### src/rtl/sysctl_pkg.sv
package sysctl_pkg;
    localparam int ADDR_W = 12;
    localparam int DATA_W = 32;
    localparam int LED_W  = 10;
    localparam int DBG_W  = 4;
    localparam int BTN_W  = 2;
    localparam int SW_W   = 8;
    localparam int CS_W   = 3;

    localparam logic [ADDR_W-1:0] OFF_LED   = 12'h000;
    localparam logic [ADDR_W-1:0] OFF_DBG   = 12'h004;
    localparam logic [ADDR_W-1:0] OFF_BTN   = 12'h008;
    localparam logic [ADDR_W-1:0] OFF_SEC   = 12'h010;
    localparam logic [ADDR_W-1:0] OFF_CSEC  = 12'h014;
    localparam logic [ADDR_W-1:0] OFF_CYC   = 12'h018;
    localparam logic [ADDR_W-1:0] OFF_RLD   = 12'h01C;
    localparam logic [ADDR_W-1:0] OFF_PSC   = 12'h020;
    localparam logic [ADDR_W-1:0] OFF_SW    = 12'h028;
    localparam logic [ADDR_W-1:0] OFF_CS    = 12'h04C;

    typedef struct packed {
        logic [LED_W-1:0]  led;
        logic [DBG_W-1:0]  dbg;
        logic [CS_W-1:0]   cs_n;
        logic [DATA_W-1:0] reload;
        logic [DATA_W-1:0] sec;
        logic [DATA_W-1:0] csec;
        logic [DATA_W-1:0] rdata;
    } regs_t;
endpackage

### src/rtl/sysctl_sync.sv
module sysctl_sync #(
    parameter int W = 1
) (
    input  logic         clk,
    input  logic         rst_n,
    input  logic [W-1:0] async_i,
    output logic [W-1:0] sync_o
);
    logic [W-1:0] meta_q, meta_d, sync_q, sync_d;

    always_comb begin
        meta_d = async_i;
        sync_d = meta_q;
    end

    always_ff @(posedge clk or negedge rst_n) begin
        if (!rst_n) begin
            meta_q <= '0;
            sync_q <= '0;
        end else begin
            meta_q <= meta_d;
            sync_q <= sync_d;
        end
    end

    assign sync_o = sync_q;
endmodule

### src/rtl/sysctl_tick_div.sv
module sysctl_tick_div #(
    parameter int DIV = 10
) (
    input  logic clk,
    input  logic rst_n,
    output logic tick_o
);
    localparam int CW = (DIV > 1) ? $clog2(DIV) : 1;
    localparam logic [CW-1:0] LAST = CW'(DIV - 1);

    generate
        if (DIV > 1) begin : g_div
            logic [CW-1:0] cnt_q, cnt_d;
            always_comb begin
                cnt_d = (cnt_q == LAST) ? '0 : cnt_q + 1'b1;
            end
            always_ff @(posedge clk or negedge rst_n) begin
                if (!rst_n) cnt_q <= '0;
                else        cnt_q <= cnt_d;
            end
            assign tick_o = (cnt_q == LAST);

            // the enable lasts a single cycle
            a_r8_tick_single: assert property (@(posedge clk) disable iff (!rst_n)
                tick_o |=> !tick_o);
        end else begin : g_pass
            assign tick_o = 1'b1;
        end
    endgenerate
endmodule

### src/rtl/sysctl_prescale.sv
module sysctl_prescale #(
    parameter int CNT_W = 32
) (
    input  logic             clk,
    input  logic             rst_n,
    input  logic [CNT_W-1:0] reload_i,
    input  logic             cyc_we_i,
    input  logic [CNT_W-1:0] cyc_wdata_i,
    output logic [CNT_W-1:0] psc_o,
    output logic [CNT_W-1:0] cyc_o
);
    typedef struct packed {
        logic [CNT_W-1:0] psc;
        logic [CNT_W-1:0] cyc;
    } psc_state_t;

    psc_state_t st_q, st_d;
    logic at_zero;

    always_comb begin
        st_d    = st_q;
        at_zero = (st_q.psc == '0);
        if (at_zero) st_d.psc = reload_i;
        else         st_d.psc = st_q.psc - 1'b1;
        if (cyc_we_i)     st_d.cyc = cyc_wdata_i;
        else if (at_zero) st_d.cyc = st_q.cyc + 1'b1;
    end

    always_ff @(posedge clk or negedge rst_n) begin
        if (!rst_n) st_q <= '0;
        else        st_q <= st_d;
    end

    assign psc_o = st_q.psc;
    assign cyc_o = st_q.cyc;

    // a nonzero count steps down by one
    a_r6_psc_down: assert property (@(posedge clk) disable iff (!rst_n)
        (psc_o != '0) |=> (psc_o == $past(psc_o) - 1'b1));
    // a zero count reloads
    a_r6_psc_reload: assert property (@(posedge clk) disable iff (!rst_n)
        (psc_o == '0) |=> (psc_o == $past(reload_i)));
    // counter advances on a zero count when not written
    a_r7_cyc_step: assert property (@(posedge clk) disable iff (!rst_n)
        (psc_o == '0 && !cyc_we_i) |=> (cyc_o == $past(cyc_o) + 1'b1));
    // counter holds on a nonzero count when not written
    a_r7_cyc_hold: assert property (@(posedge clk) disable iff (!rst_n)
        (psc_o != '0 && !cyc_we_i) |=> $stable(cyc_o));
endmodule

### src/rtl/sysctl_regs.sv
module sysctl_regs #(
    parameter int CLK_HZ = 50_000_000
) (
    input  logic        clk,
    input  logic        rst_n,
    input  logic        bus_valid,
    input  logic        bus_write,
    input  logic [11:0] bus_addr,
    input  logic [31:0] bus_wdata,
    output logic [31:0] bus_rdata,
    input  logic [1:0]  btn_i,
    input  logic [7:0]  sw_i,
    output logic [9:0]  led_o,
    output logic        dbg_inv_o,
    output logic        dbg_noninv_o,
    output logic        dbg_sec_inv_o,
    output logic        dbg_sec_noninv_o,
    output logic [2:0]  spi_cs_n_o
);
    import sysctl_pkg::*;

    localparam int DIV_SEC  = CLK_HZ;
    localparam int DIV_CSEC = (CLK_HZ / 100 > 0) ? CLK_HZ / 100 : 1;

    regs_t regs_q, regs_d;

    logic              tick_sec, tick_csec;
    logic [BTN_W-1:0]  btn_s;
    logic [SW_W-1:0]   sw_s;
    logic [DATA_W-1:0] psc_val, cyc_val;
    logic              aligned, wr, rd;
    logic              wr_led, wr_dbg, wr_cs, wr_sec, wr_csec, wr_cyc, wr_rld;
    logic [DATA_W-1:0] rd_val;

    sysctl_sync #(.W(BTN_W)) u_btn_sync (
        .clk(clk), .rst_n(rst_n), .async_i(btn_i), .sync_o(btn_s));
    sysctl_sync #(.W(SW_W)) u_sw_sync (
        .clk(clk), .rst_n(rst_n), .async_i(sw_i), .sync_o(sw_s));

    sysctl_tick_div #(.DIV(DIV_SEC)) u_div_sec (
        .clk(clk), .rst_n(rst_n), .tick_o(tick_sec));
    sysctl_tick_div #(.DIV(DIV_CSEC)) u_div_csec (
        .clk(clk), .rst_n(rst_n), .tick_o(tick_csec));

    sysctl_prescale #(.CNT_W(DATA_W)) u_prescale (
        .clk(clk), .rst_n(rst_n),
        .reload_i(regs_q.reload),
        .cyc_we_i(wr_cyc), .cyc_wdata_i(bus_wdata),
        .psc_o(psc_val), .cyc_o(cyc_val));

    // address decode
    always_comb begin
        aligned = (bus_addr[1:0] == 2'b00);
        wr      = bus_valid && bus_write && aligned;
        rd      = bus_valid && !bus_write;
        wr_led  = wr && (bus_addr == OFF_LED);
        wr_dbg  = wr && (bus_addr == OFF_DBG);
        wr_cs   = wr && (bus_addr == OFF_CS);
        wr_sec  = wr && (bus_addr == OFF_SEC);
        wr_csec = wr && (bus_addr == OFF_CSEC);
        wr_cyc  = wr && (bus_addr == OFF_CYC);
        wr_rld  = wr && (bus_addr == OFF_RLD);
        rd_val  = '0;
        if (aligned) begin
            case (bus_addr)
                OFF_LED:  rd_val = DATA_W'(regs_q.led);
                OFF_DBG:  rd_val = DATA_W'(regs_q.dbg);
                OFF_BTN:  rd_val = DATA_W'(btn_s);
                OFF_SEC:  rd_val = regs_q.sec;
                OFF_CSEC: rd_val = regs_q.csec;
                OFF_CYC:  rd_val = cyc_val;
                OFF_RLD:  rd_val = regs_q.reload;
                OFF_PSC:  rd_val = psc_val;
                OFF_SW:   rd_val = DATA_W'(sw_s);
                OFF_CS:   rd_val = DATA_W'(regs_q.cs_n);
                default:  rd_val = '0;
            endcase
        end
    end

    // next-state
    always_comb begin
        regs_d = regs_q;
        if (wr_led) regs_d.led    = bus_wdata[LED_W-1:0];
        if (wr_dbg) regs_d.dbg    = bus_wdata[DBG_W-1:0];
        if (wr_cs)  regs_d.cs_n   = bus_wdata[CS_W-1:0];
        if (wr_rld) regs_d.reload = bus_wdata;
        if (wr_sec)        regs_d.sec = bus_wdata;
        else if (tick_sec) regs_d.sec = regs_q.sec + 1'b1;
        if (wr_csec)        regs_d.csec = bus_wdata;
        else if (tick_csec) regs_d.csec = regs_q.csec + 1'b1;
        if (rd) regs_d.rdata = rd_val;
    end

    always_ff @(posedge clk or negedge rst_n) begin
        if (!rst_n) begin
            regs_q      <= '0;
            regs_q.cs_n <= '1;
        end else begin
            regs_q <= regs_d;
        end
    end

    assign bus_rdata        = regs_q.rdata;
    assign led_o            = regs_q.led;
    assign dbg_inv_o        = regs_q.dbg[0];
    assign dbg_noninv_o     = regs_q.dbg[1];
    assign dbg_sec_inv_o    = regs_q.dbg[2];
    assign dbg_sec_noninv_o = regs_q.dbg[3];
    assign spi_cs_n_o       = regs_q.cs_n;

    // the seconds counter steps on its tick unless written
    a_r8_sec_step: assert property (@(posedge clk) disable iff (!rst_n)
        (tick_sec && !wr_sec) |=> (regs_q.sec == $past(regs_q.sec) + 1'b1));
    // the hundredths counter holds without a tick or write
    a_r8_csec_hold: assert property (@(posedge clk) disable iff (!rst_n)
        (!tick_csec && !wr_csec) |=> $stable(regs_q.csec));
    // reserved offset reads zero
    a_r9_unmapped_zero: assert property (@(posedge clk) disable iff (!rst_n)
        (bus_valid && !bus_write && bus_addr == 12'h00C) |=> (bus_rdata == '0));
    // LED read leaves upper bits zero
    a_r2_led_upper: assert property (@(posedge clk) disable iff (!rst_n)
        (bus_valid && !bus_write && bus_addr == OFF_LED) |=> (bus_rdata[31:LED_W] == '0));
    // chip selects change only through a write
    a_r5_cs_stable: assert property (@(posedge clk) disable iff (!rst_n)
        !(bus_valid && bus_write) |=> $stable(spi_cs_n_o));
endmodule

### config.mk
export PLATFORM = sky130hd
export DESIGN_NAME = sysctl_regs
export DESIGN_NICKNAME = d
export VERILOG_FILES = /design/src/rtl/sysctl_pkg.sv /design/src/rtl/sysctl_sync.sv /design/src/rtl/sysctl_tick_div.sv /design/src/rtl/sysctl_prescale.sv /design/src/rtl/sysctl_regs.sv
export SDC_FILE = /design/constraint.sdc
export NUM_CORES = 1
export LEC_CHECK = 0
export ABC_AREA = 1
export ABC_CLOCK_PERIOD_IN_PS = 1600
export BUFFER_PORTS_ARGS = -buffer_cell sky130_fd_sc_hd__buf_2
export CORE_MARGIN = 4
export CORE_UTILIZATION = 40
export CTS_BUF_LIST = sky130_fd_sc_hd__clkbuf_8 sky130_fd_sc_hd__clkbuf_16
export CTS_CLUSTER_SIZE = 12
export DETAILED_ROUTE_END_ITERATION = 8
export PLACE_DENSITY = 0.7
export SLEW_MARGIN = 20
export SYNTH_ARGS = -nofsm -noshare
export SYNTH_HDL_FRONTEND = slang
export SYNTH_HIERARCHICAL = 1
export SYNTH_SLANG_ARGS = --single-unit
### constraint.sdc
create_clock -name clk -period 1.6 [get_ports clk]
set_input_delay 0.08 -clock clk [delete_from_list [all_inputs] [get_ports clk]]
set_output_delay 0.08 -clock clk [all_outputs]
set_load 0.05 [all_outputs]
==> flow_summary.yaml <==
sta:
  fin_crit_sh_pct: 116
  layout_min_cycle_time_ns: 1.85
  relSlewSlack_pct: 67.7
  grt_setup_unrepaired: "yes"
  worst_slew_pin_slew_ns: 0.480
  fin_skew_ns: 0.0356
  finalSetupViolCount: 124
  hold_viol: 0
  slew_viol_final: 0
  whs_ns: 0.0452
  fin_ws_ns: -0.249
  fmax_mhz: 541
routing:
  ant_nets: 0
  wl_mm: 69.3
  dr.pass1.iters: 6
  vias: 19100
  viasPerCell: 5.28
  drc: 0
  first_iter_violations: 1746
  wl_per_cell_um: 19.2
global_routing:
  grt_pass1_vias: 18500
  grt_usage_pct: 27.0
  grt_pass1_wl_mm: 100
  grt_max_degree: 52
  gr-total-overflow: 0
  antenna_found_initial: 1
pwr:
  combPwrFrac_pct: 25.7
  ir_worst_vdd_mv: 0.842
  power_density_mw_per_mm2: 865
  pwr-share-seq_pct: 36.2
  power_mw: 21.7
  intPower_mw: 14.8
  switching_share_pct: 31.9
  power_frac_clock_pct: 38.1
  leakagePower_nw: 12.6
  p_switching_mw: 6.91
floorplanning:
  row_count: 76
  coreArea_mm2: 0.0432
  top_level_ports: 107
  die_area_mm2: 0.0472
  die_y_um: 217
  dieWidth_um: 217
  start_util_pct: 40.6
clock_network:
  cts_num_sinks: 274
  clock_latency_ns: 0.56
  root_buffer: "clkbuf_16"
  clk_pin_slew_ns: 0.06
  cts_tree: "done"
  cts_max_path_buffers: 3
  numCtsBuffers: 36
  htree_levels: 2
min_path:
  min_path_type: "primary input to asynchronous set/reset pin"
synthesis:
  synth_nets: 2583
  netlist.area_leader.share_pct: 38.7
  synth_edf_count: 0
  synth-seq-area-share_pct: 39.1
  synthFlopType: "dfrtp_1"
  yosys_register_bits: 274
  synth_cells: 2517
  yosys_warnings: 6
  synth.distinct_cells: 46
  syn_avg_cell_area_um2: 6.96
  async_reset_ff_share_pct: 100
  yosysMostFrequentCell: "nand2_1"
  yosys-top-cells-count: "nand2_1, nor2_1, dfrtp_1, nand3_1, inv_1"
  synth.area.top_cells: "dfrtp_1, nand2_1, nand3_1, nor2_1, inv_1"
  synth.cell_area_mm2: 0.0175
  synth_top_area_cell: "dfrtp_1"
placement:
  dp.cells: 3433
  gp_congestion: 1.00
  dp.final_hpwl_mm: 48.8
  place_area_mm2: 0.0209
  portBuffers: 106
layout:
  layout-drive-gt1-share_pct: 32.4
  design_area_mm2: 0.0251
  finalNonFillerCells: 3612
  nets: 3066
  syn_to_final_growth_pct: 43.1
  fill_cells: 3874
  antenna_cells: 0
  final_util_pct: 58.1
critical_path:
  worstPathArrival_ns: 2.30
  critPathCaptureType: "register"
  startpoint_type: "register"
  cpPeakStageDelay_ns: 0.42
  crit_chain: "nor2_4 > nand2_2 > nor2_8 > inv_4 > nor2_4 > nand2_8 > buf_12 > nand2_8 > clkinv_8 > nand2_2 > nand2_1"
  crit_slowest_cell: "dfrtp_1"
  worstPathMaxFanout: 6
  worst_r2r_endpoint: "u_prescale/cyc_o[2]"
  path_class: "register to register"
  rrSetupSlack_ns: -0.25
  cp_data_required_time_ns: 2.05
  r2r_start: "u_prescale/psc_o[14]"
  r2r_cells: 11
run:
  maxCapViolCount: 0
outcome:
  outcome: "complete, but fails checks"
  violations: "negative setup slack"
metal layers:
layer,global-route usage (%),part of all wire (%)
met2,44.4,47
met4,12.5,6.4
met3,5.99,7.9
met5,0,0.019
met1,34.0,39
kinds of logic (layout without fill, tap and decap cells):
| kind of cell | count (synthesis) | count (layout) | synth area share, % |
|---|---|---|---|
| xor gates and xnor gates | 93 | 93 | 4.65 |
| adders and majority gates | 8 | 8 | 0.571 |
| AOI/OAI and AO/OA | 173 | 173 | 5.65 |
| DFF | 274 | 274 | 39.1 |
| buffers and inverters | 346 | 854 | 9.47 |
| muxes | 5 | 5 | 0.321 |
| and+or+nand+nor | 1618 | 1620 | 40.2 |
worst max-delay path: cells and delay by family (launching register included):
kind	cells	cell delay (ns)
buffers and inverters	3	0.31
and+or+nand+nor	8	0.98
DFF	1	0.42
worst max path at each step:
stage                                   startpoint                    to  slack, ns  depth (start not counted)
after global routing      u_div_sec/g_div.cnt_q[7]            regs_q[75]      -0.32                         12
after global placement        u_prescale/psc_o[28]  u_prescale/cyc_o[27]      -0.16                          7
after floorplan           u_div_sec/g_div.cnt_q[0]            regs_q[82]      -0.01                         11
after CTS                     u_prescale/psc_o[18]   u_prescale/cyc_o[4]      -0.09                         11
final                         u_prescale/psc_o[14]   u_prescale/cyc_o[2]      -0.25                         11
after detailed placement      u_prescale/psc_o[28]  u_prescale/cyc_o[15]      -0.20                          7
what timing repair did:
| action | 4_1_cts | 5_1_grt |
|---|---|---|
| setup endpoints to repair | 124 | 134 |
| hold buffers | 48 | 0 |
| buffers inserted | 8 | 33 |
| hold endpoints to repair | 397 | 0 |
| gates resized for setup | 109 | 304 |
| pin swaps | 32 | 108 |
| gates cloned | 5 | 22 |
final cells by class:
class,instances,area (um2),area share (%)
clock buffers,45,1050,4.18
repair buffers,546,4720,18.8
clock inverters,20,163,0.649
well taps,585,732,2.92
inverters,233,978,3.90
flip-flops and latches,274,6870,27.4
repair inverters,10,186,0.744
multi-input cells,1899,10400,41.4
state kept, by name, summed over array words and instances (netlist names), 2 cells and up:
signal                  flops
bus_rdata                  32
led_o                      10
regs_q                     96
spi_cs_n_o                  3
u_btn_sync/meta_q           2
u_btn_sync/sync_o           2
u_div_csec/g_div.cnt_q     19
u_div_sec/g_div.cnt_q      26
u_prescale/cyc_o           32
u_prescale/psc_o           32
u_sw_sync/meta_q            8
u_sw_sync/sync_o            8
stage by stage:
stage	TNS, ns	setup WS, ns
6_report	-15.37	-0.249
5_1_grt	-25.80	-0.323
4_1_cts	-4.74	-0.0949
3_5_place_dp	-13.02	-0.200
3_3_place_gp	-9.75	-0.164
2_1_floorplan	-0.0934	-0.0124
cells in the final DEF, fill, tap and decap left out, types with 6 or more instances in the layout:
cell type,n
clkbuf_8,7
buf_4,323
buf_6,20
xor2_1,72
clkbuf_16,48
nand2_1,770
o21bai_1,7
nand2_4,38
xnor2_1,18
nor2_2,56
clkinv_8,10
o211ai_1,10
nor3_2,8
nand3_1,189
nor3_1,23
o22ai_1,14
buf_2,105
a21oi_1,11
nor2_1,255
nand3_2,62
inv_2,22
nor2_4,35
nand3_4,14
nand3b_1,20
dlygate4sd3_1,48
inv_1,211
o21ai_1,41
dfrtp_2,9
nand2_8,8
nand2_2,109
o21ai_0,63
buf_12,35
o22ai_2,6
dfrtp_1,262
nand4_1,23
o21ai_2,16
power by group through the flow:
| stage | clock network, mW | logic [mW] | registers (mW) |
|---|---|---|---|
| floorplan | 0 | 2.08 | 7.94 |
| global placement | 0 | 4.50 | 7.85 |
| detailed placement | 0 | 4.56 | 7.85 |
| CTS | 8.41 | 4.85 | 7.77 |
| global route | 8.69 | 5.96 | 7.90 |
| finish | 8.26 | 5.58 | 7.85 |
Note: power is estimated with default switching activity, not from simulation.
